===== src/rtl/stream_ctl_pkg.sv =====
// Package: shared field positions and sizes for the stream control register.
// Assumes an 8-bit register byte with the event enables and flags at the
// same bit positions, so one slice selects both.
package stream_ctl_pkg;
    localparam int REG_W    = 8;  // register byte width
    localparam int BIT_SRST = 0;  // stream reset request / acknowledge
    localparam int BIT_RUN  = 1;  // run request / engine activity
    localparam int EVT_LSB  = 2;  // first enable / flag bit
    localparam int N_EVT    = 3;  // completion, FIFO error, descriptor error
    localparam logic ADDR_STS = 1'b1; // bus address of the flag byte
endpackage


===== src/rtl/sctl_ctrl_regs.sv =====
// Module: control fields of the stream (RUN, enables, reset request).
// Assumes writes arrive as one-cycle strobes already decoded for address 0.
// A reset request is only accepted while the acknowledged RUN reads 0.
module sctl_ctrl_regs #(
    parameter int N_EVT = stream_ctl_pkg::N_EVT
) (
    input  logic             clk,
    input  logic             rst_n,
    input  logic             wr_ctl,
    input  logic             wr_run,
    input  logic             wr_srst,
    input  logic [N_EVT-1:0] wr_en,
    input  logic             run_busy,
    output logic             run_q,
    output logic             srst_q,
    output logic [N_EVT-1:0] evt_en,
    output logic             srst_accept
);
    logic run_seen;

    // Purpose: acknowledged RUN as software sees it, used to refuse a reset.
    always_comb begin
        run_seen    = run_q | run_busy;
        srst_accept = wr_ctl & wr_srst & ~run_seen & ~srst_q;
    end

    // Purpose: register the control fields with reset-hold priority.
    always_ff @(posedge clk) begin
        if (!rst_n) begin
            run_q  <= 1'b0;
            srst_q <= 1'b0;
            evt_en <= '0;
        end else if (srst_q) begin
            if (wr_ctl) begin
                srst_q <= wr_srst;
            end
        end else if (srst_accept) begin
            srst_q <= 1'b1;
            run_q  <= 1'b0;
            evt_en <= '0;
        end else if (wr_ctl) begin
            run_q  <= wr_run;
            evt_en <= wr_en;
        end
    end

    AST_SRST_REFUSED: assert property (@(posedge clk) disable iff (!rst_n)
        (wr_ctl && wr_srst && (run_q || run_busy) && !srst_q) |=> !srst_q);

    AST_FIELDS_FROZEN: assert property (@(posedge clk) disable iff (!rst_n)
        (srst_q && $past(srst_q)) |-> ($stable(evt_en) && !run_q));
endmodule


===== src/rtl/sctl_status.sv =====
// Module: sticky event flags, one per event source, write-one-to-clear.
// Assumes event inputs are single-cycle pulses. An event in the same cycle
// as its clear wins; hold_clear empties every flag and blocks events.
module sctl_status #(
    parameter int N_EVT = stream_ctl_pkg::N_EVT
) (
    input  logic             clk,
    input  logic             rst_n,
    input  logic [N_EVT-1:0] evt,
    input  logic [N_EVT-1:0] clr,
    input  logic             hold_clear,
    output logic [N_EVT-1:0] sts_q
);
    for (genvar i = 0; i < N_EVT; i++) begin : g_flag
        // Purpose: set on event, clear on write-one, empty during stream reset.
        always_ff @(posedge clk) begin
            if (!rst_n) begin
                sts_q[i] <= 1'b0;
            end else if (hold_clear) begin
                sts_q[i] <= 1'b0;
            end else if (evt[i]) begin
                sts_q[i] <= 1'b1;
            end else if (clr[i]) begin
                sts_q[i] <= 1'b0;
            end
        end

        AST_EVENT_LATCHED: assert property (@(posedge clk) disable iff (!rst_n)
            (evt[i] && !hold_clear) |=> sts_q[i]);

        AST_CLEAR_TAKES: assert property (@(posedge clk) disable iff (!rst_n)
            (clr[i] && !evt[i]) |=> !sts_q[i]);
    end
endmodule


===== src/rtl/sctl_irq.sv =====
// Module: interrupt gating; each enable masks only the line, not the flag.
// Assumes flags and enables share bit order.
module sctl_irq #(
    parameter int N_EVT = stream_ctl_pkg::N_EVT
) (
    input  logic [N_EVT-1:0] sts,
    input  logic [N_EVT-1:0] en,
    output logic             irq
);
    // Purpose: OR of every flag masked by its enable.
    always_comb begin
        irq = |(sts & en);
    end
endmodule


===== src/rtl/stream_ctl.sv =====
// Module: top of the input-stream control register. Decodes the two-byte
// register bus, builds the acknowledged read-back and drives the engine.
// Assumes eng_stopped and rst_ack are synchronous levels from the engine.
module stream_ctl
    import stream_ctl_pkg::*;
#(
    parameter int W = REG_W
) (
    input  logic         clk,
    input  logic         rst_n,
    input  logic         bus_wr,
    input  logic         bus_addr,
    input  logic [W-1:0] bus_wdata,
    output logic [W-1:0] bus_rdata,
    input  logic         stream_sync,
    output logic         dma_en,
    output logic         srst_req,
    input  logic         eng_stopped,
    input  logic         rst_ack,
    input  logic         evt_ioc,
    input  logic         evt_fifo_err,
    input  logic         evt_desc_err,
    output logic         irq
);
    localparam int HI_LSB = EVT_LSB + N_EVT;

    logic             wr_ctl;
    logic [N_EVT-1:0] clr_mask;
    logic [N_EVT-1:0] evt_vec;
    logic             run_q;
    logic             srst_q;
    logic [N_EVT-1:0] evt_en;
    logic [N_EVT-1:0] sts_q;
    logic             srst_accept;
    logic [W-1:0]     ctl_rd;
    logic [W-1:0]     sts_rd;
    logic             unused_hi;

    // Purpose: decode the bus write and pack the event pulses.
    always_comb begin
        wr_ctl    = bus_wr & (bus_addr != ADDR_STS);
        clr_mask  = (bus_wr && bus_addr == ADDR_STS) ? bus_wdata[EVT_LSB +: N_EVT] : '0;
        evt_vec   = {evt_desc_err, evt_fifo_err, evt_ioc};
        unused_hi = ^bus_wdata[W-1:HI_LSB];
    end

    sctl_ctrl_regs #(.N_EVT(N_EVT)) u_ctrl (
        .clk         (clk),
        .rst_n       (rst_n),
        .wr_ctl      (wr_ctl),
        .wr_run      (bus_wdata[BIT_RUN]),
        .wr_srst     (bus_wdata[BIT_SRST]),
        .wr_en       (bus_wdata[EVT_LSB +: N_EVT]),
        .run_busy    (~eng_stopped),
        .run_q       (run_q),
        .srst_q      (srst_q),
        .evt_en      (evt_en),
        .srst_accept (srst_accept)
    );

    sctl_status #(.N_EVT(N_EVT)) u_status (
        .clk        (clk),
        .rst_n      (rst_n),
        .evt        (evt_vec),
        .clr        (clr_mask),
        .hold_clear (srst_q | srst_accept),
        .sts_q      (sts_q)
    );

    sctl_irq #(.N_EVT(N_EVT)) u_irq (
        .sts (sts_q),
        .en  (evt_en),
        .irq (irq)
    );

    // Purpose: acknowledged read-back of both bytes and the engine outputs.
    always_comb begin
        ctl_rd                       = '0;
        ctl_rd[BIT_SRST]             = rst_ack;
        ctl_rd[BIT_RUN]              = run_q | ~eng_stopped;
        ctl_rd[EVT_LSB +: N_EVT]     = evt_en;
        sts_rd                       = '0;
        sts_rd[EVT_LSB +: N_EVT]     = sts_q;
        bus_rdata = (bus_addr == ADDR_STS) ? sts_rd : ctl_rd;
        dma_en    = run_q & ~stream_sync;
        srst_req  = srst_q;
    end

    AST_IRQ_HAS_FLAG: assert property (@(posedge clk) disable iff (!rst_n)
        irq |-> (|sts_q));
endmodule


===== config.mk =====
export PLATFORM = sky130hd
export DESIGN_NAME = stream_ctl
export DESIGN_NICKNAME = d
export VERILOG_FILES = /design/src/rtl/stream_ctl_pkg.sv /design/src/rtl/sctl_ctrl_regs.sv /design/src/rtl/sctl_status.sv /design/src/rtl/sctl_irq.sv /design/src/rtl/stream_ctl.sv
export SDC_FILE = /design/constraint.sdc
export NUM_CORES = 1
export LEC_CHECK = 0
export BUFFER_PORTS_ARGS = -buffer_cell sky130_fd_sc_hd__buf_2
export CORE_AREA = 2 2 39 41
export DETAILED_ROUTE_END_ITERATION = 10
export DIE_AREA = 0 0 41 43
export SLEW_MARGIN = 20
export SYNTH_ARGS = -nofsm -noshare
export SYNTH_HDL_FRONTEND = slang
export SYNTH_SLANG_ARGS = --single-unit

===== constraint.sdc =====
create_clock -name clk -period 2.1 [get_ports clk]
set_clock_uncertainty 0.2 [all_clocks]
set_input_delay 0.21 -clock clk [delete_from_list [all_inputs] [get_ports clk]]
set_output_delay 0.21 -clock clk [all_outputs]
set_load 0.005 [all_outputs]

# Word level (Yosys, flattened, before mapping)
# Cells that the tools add are included.
[word_totals]
ff_bits = 8
in_bits = 18
output_inout_bits = 11
wordCells = 43
[classes]
muxes = 15
n_bitwise = 14
n_reduce_logical = 8
[ops]
columns = ["op", "count"]
rows = [
  ["two-way mux 1 bit", 11],
  ["two-way mux 3 bit", 3],
  ["nonzero test 2 bit", 4],
  ["NOT 1 bit", 6],
  ["bitwise AND 1 bit", 5],
  ["two-way mux 5 bit", 1],
  ["bitwise AND 3 bit", 1],
  ["OR reduction 3 bit", 1],
  ["bitwise OR 1 bit", 2],
  ["AND reduction 2 bit", 1],
  ["OR reduction 2 bit", 1],
  ["logical AND 1 bit", 1],
]

# Longest topological paths before layout
[depth]
depth_word = 7
depth_mapped = 4
depth_no_buf = 3

# By module
# Synthesis repeated with hierarchy kept, for this count alone.
[unflattened]
cells_unflattened = 53
hier_area_um2 = 474.2
[by_module_without_submodules]
columns = ["mod", "n_inst", "cells_per_inst", "area_per_inst_um2", "seq_area_each_um2"]
rows = [
  ["sctl_ctrl_regs", 1, 20, 203.9, 100.1],
  ["stream_ctl", 1, 18, 145.1, 0.0],
  ["sctl_status", 1, 13, 111.4, 60.1],
  ["sctl_irq", 1, 2, 13.8, 0.0],
]

# Least setup slack after synthesis
# Ideal clock, no wire load.
[synth_timing]
kind = "input to register"
start = "input bus_addr"
end = "register u_ctrl.evt_en[0]"
setup_time_ns = 0.117
arrival_ns = 0.932
required_ns = 1.783
slack_ns = 0.851
stages = 4
path_buffers = 1
cell_sequence = "buf_2 nand2b_1 o21a_1 a32o_1"
[synth_via]
elab_chain_cells = 7
elab_cells_between_ends = 8
classes_between = "mux: 1; bitwise: 5; reduce/logical: 2"
[synth_rtl]
columns = ["item", "line", "text"]
rows = [
  ["from (decl)", "stream_ctl.sv:12", "input logic bus_addr,"],
  ["NOT 1 bit (*)", "stream_ctl.sv:41", "wr_ctl = bus_wr & (bus_addr != ADDR_STS);"],
  ["bitwise AND 1 bit (*)", "stream_ctl.sv:41", ""],
  ["bitwise AND 1 bit (3 in series)", "sctl_ctrl_regs.sv:24", "srst_accept = wr_ctl & wr_srst & ~run_seen & ~srst_q;"],
  ["nonzero test 2 bit (no line)", "--", ""],
  ["AND reduction 2 bit (no line)", "--", ""],
  ["to (signal assigned)", "sctl_ctrl_regs.sv:43", "evt_en <= wr_en;"],
  ["to (decl)", "sctl_ctrl_regs.sv:16", "output logic [N_EVT-1:0] evt_en,"],
]
# Every way passes the cells marked *; elsewhere a longest branch is shown, timed or not.
# A chain may end at the register's enable or synchronous reset.

# Worst setup path after layout
[layout_timing]
start = "register u_ctrl.evt_en[0]"
end = "output irq"
[layout_via]
elab_chain_cells = 2
[layout_rtl]
columns = ["item", "line", "text"]
rows = [
  ["bitwise AND 3 bit", "sctl_irq.sv:12", "irq = |(sts & en);"],
  ["OR reduction 3 bit", "sctl_irq.sv:12", ""],
  ["to (decl)", "stream_ctl.sv:23", "output logic irq"],
]
# No other way between the ends.

==> metrics <==
cell-internal power=roughly 260 uW; worst vdd ir=approximately 0.36 mV; Worst R2R End=u_status.sts_q[1]$_SDFFE_PP0P_; Worst setup SP type=flip-flop; Max Fanout on Critical Path=3; Final Hold Viols=0; Root Driver=clkbuf_4; worst hold slack=~0.0016 ns; Post-CTS Hold Fix Bufs=3; total routed wirelength=about 990 um; RSZ-0062 raised after global routing=false; endpoint type of the worst setup path=output pin; Adder-Cell Fraction of Synth Area=0%; # rows=14; routability cong.=~0.74; setup violators final=0; vias=429; Crit-path slowest cell=a222oi_1; critical path, cell by cell=a222oi_1, inv_1, buf_2; placed cell areas=514.2 sq um; # diodes=0; xor/xnor cell area share of the yosys netlist=0%; total power draw=approximately 350 uW; synth cell count leaders=dfxtp_1, a21oi_1; setup bufs post-CTS=0; Hold Path Class=in -> reg; Comb power frac=18.1%; fraction of layout cells with a size suffix above 1=between 40% and 50%; most common cell in the netlist=dfxtp_1; clk_lat worst skew=0.25 ns; share of the synthesized area in the top cell type=roughly 40%; Cells after Synth=45; sequential share of power=a little under half; Routed Antenna Nets=0; Detailed Place HPWL=~730 um; Psw=approximately 89 uW; CORE AREA=between 0.001 and 0.0015 sq mm; register area share after synthesis=between 30 and 40%; post_cts resized=0; Crit Path Class=reg -> out; status=complete, no violations; DR iter-0 viols=15; post-synth top area cell=dfxtp_1; Slew Viols, Final=0; Die W=between 40 and 50 um; port buffer count=22; Post-synth EDFFs=0; grt ovf=0; H-tree Lvls=1; Netlist cell types=18; max incr delay on CP=between 0.3 and 0.4 ns; first-pass GRT wire length=about 1500 um; power per cell area=between 600 and 700 mW/mm^2; vias in the first global route=385; post-synthesis mux area share=under 10%; GRT Overall Usage=12.60%; CP top delay family=compound AO/OA/AOI/OAI gates; Cell Area, Synth=404.1 sq um; Crit path required time=approximately 1.7 ns; Tcrit/Tclk final=a little under three quarters; CTS tree=built; Synth Area in Compound Gates=around a quarter; vias per cell=roughly 4.9; min-delay src=bus_wdata[1]; WP buf/inv=2; largest family of logic cells by synthesized area=compound AO/OA/AOI/OAI gates; die span in y=around 43 um; Longest Clk Path Bufs=2; Num CTS Buffers=3; R2R Path Start=u_ctrl.run_q$_SDFFE_PN0P_; Clock Power Share=34.1%; static leakage=0.2789 nW; DRC viols=0; TritonRoute pass-1 iters=4; setup TNS=0 ns; reg2reg path depth=3; hold path depth=2; Die ar.=0.001763 sq mm; crit path time final=about 1.5 ns; Fillers=between 150 and 200; crit path DAT=between 1 and 1.5 ns; yosys warns=0; Wirelength per Cell=around 11 um; initial antenna violation count=0; initial core utilization=between 20% and 30%; dominant synthesized flop cell=dfxtp_1; hold endpoint=u_ctrl.run_q$_SDFFE_PN0P_; fmax=between 0.6 and 0.7 GHz; Async SR Flop Fraction=0%; clk slew on worst S/H paths=0.06 ns; max-cap violation count=0; Layout Cell Area excl Fill=566.8 sq um; clk sinks=8; FF+latch count, synth=8; syn_area_per_cell=between 8 and 9 sq um; Synth Area in Simple Gates=16.41%; NumNets Final=91; area delta synth->final=40.25%; pin count of the biggest net entering global routing=11; largest cells by area after synthesis=dfxtp_1, a32o_1, mux2_2; R2R setup slack=around 0.75 ns; Switching Share=25.52%; fin util=between 40% and 50%; I/O pins=29
==> worst register-to-register path, cell delays in order, from the launching register on <==
cell and delay (ns):
dfxtp_1 0.34, and3b_1 0.22, a311o_1 0.41, nor2_1 0.12
==> per-layer routing <==
metal	global-route usage (%)	wire [um]	vias to the layer above
met3	4.188	78	2
met5	0	0	-
li1	-	-	212
met2	18.75	492	17
met4	6.000	8	0
met1	15.64	411	198
==> cell families after synthesis <==
family	Yosys count
buffers and inverters	8
muxes	3
and+or+nand+nor	12
other	1
DFF	8
AOI/OAI and AO/OA	13
==> worst max path at each step <==
| stage | start | end | slack [ns] | cells after the start |
|---|---|---|---|---|
| after floorplan | bus_addr | u_ctrl.evt_en[0]$_SDFFE_PN0P_ | 0.85 | 4 |
| after global placement | bus_addr | u_ctrl.evt_en[0]$_SDFFE_PN0P_ | 0.77 | 4 |
| after detailed placement | bus_addr | u_ctrl.evt_en[1]$_SDFFE_PN0P_ | 0.75 | 4 |
| after CTS | u_ctrl.evt_en[0]$_SDFFE_PN0P_ | irq | 0.58 | 3 |
| after global routing | u_ctrl.evt_en[0]$_SDFFE_PN0P_ | irq | 0.52 | 3 |
| final | u_ctrl.evt_en[0]$_SDFFE_PN0P_ | irq | 0.60 | 3 |
==> layout make-up <==
class                   instances  area, sq um  area share [%]
multi-input cells              31        209.0           36.87
inverters                       4        15.01           2.649
clock buffers                   3        22.52           3.974
repair buffers                 25        140.1           24.72
flip-flops and latches          8        160.2           28.26
well taps                      16        20.02           3.532
==> flip-flops by register name, summed over array words and instances, names as in the netlist <==
| register | cells |
|---|---|
| u_status.sts_q | 3 |
| u_ctrl.evt_en | 3 |
| u_ctrl.run_q | 1 |
| u_ctrl.srst_q | 1 |
==> power by group through the flow <==
stage / Sequential [mW] / Combinational [mW] / Clock, mW
floorplan: 0.169 / 0.0356 / 0
global placement: 0.170 / 0.0584 / 0
detailed placement: 0.171 / 0.0592 / 0
CTS: 0.168 / 0.0636 / 0.124
global route: 0.168 / 0.0708 / 0.131
finish: 0.168 / 0.0634 / 0.119
==> layout by cell type, fill, tap and decap left out, drive strengths merged, types with 3 or more instances in the layout <==
master,netlist,routed
dlygate4sd3,0,3
a21oi,5,5
clkbuf,0,3
dfxtp,8,8
nand3,4,4
mux2,3,3
nor2,4,4
a32o,4,4
buf,4,22
inv,4,4
conb,1,3
==> per-stage QoR <==
step / std cells / worst slack [ns]
finish: 87 / 0.5984
global route: 87 / 0.5194
CTS: 87 / 0.5828
detailed placement: 81 / 0.7530
global placement: 81 / 0.7653
floorplan: 47 / 0.8510
Power figures use the tool's default switching activity.
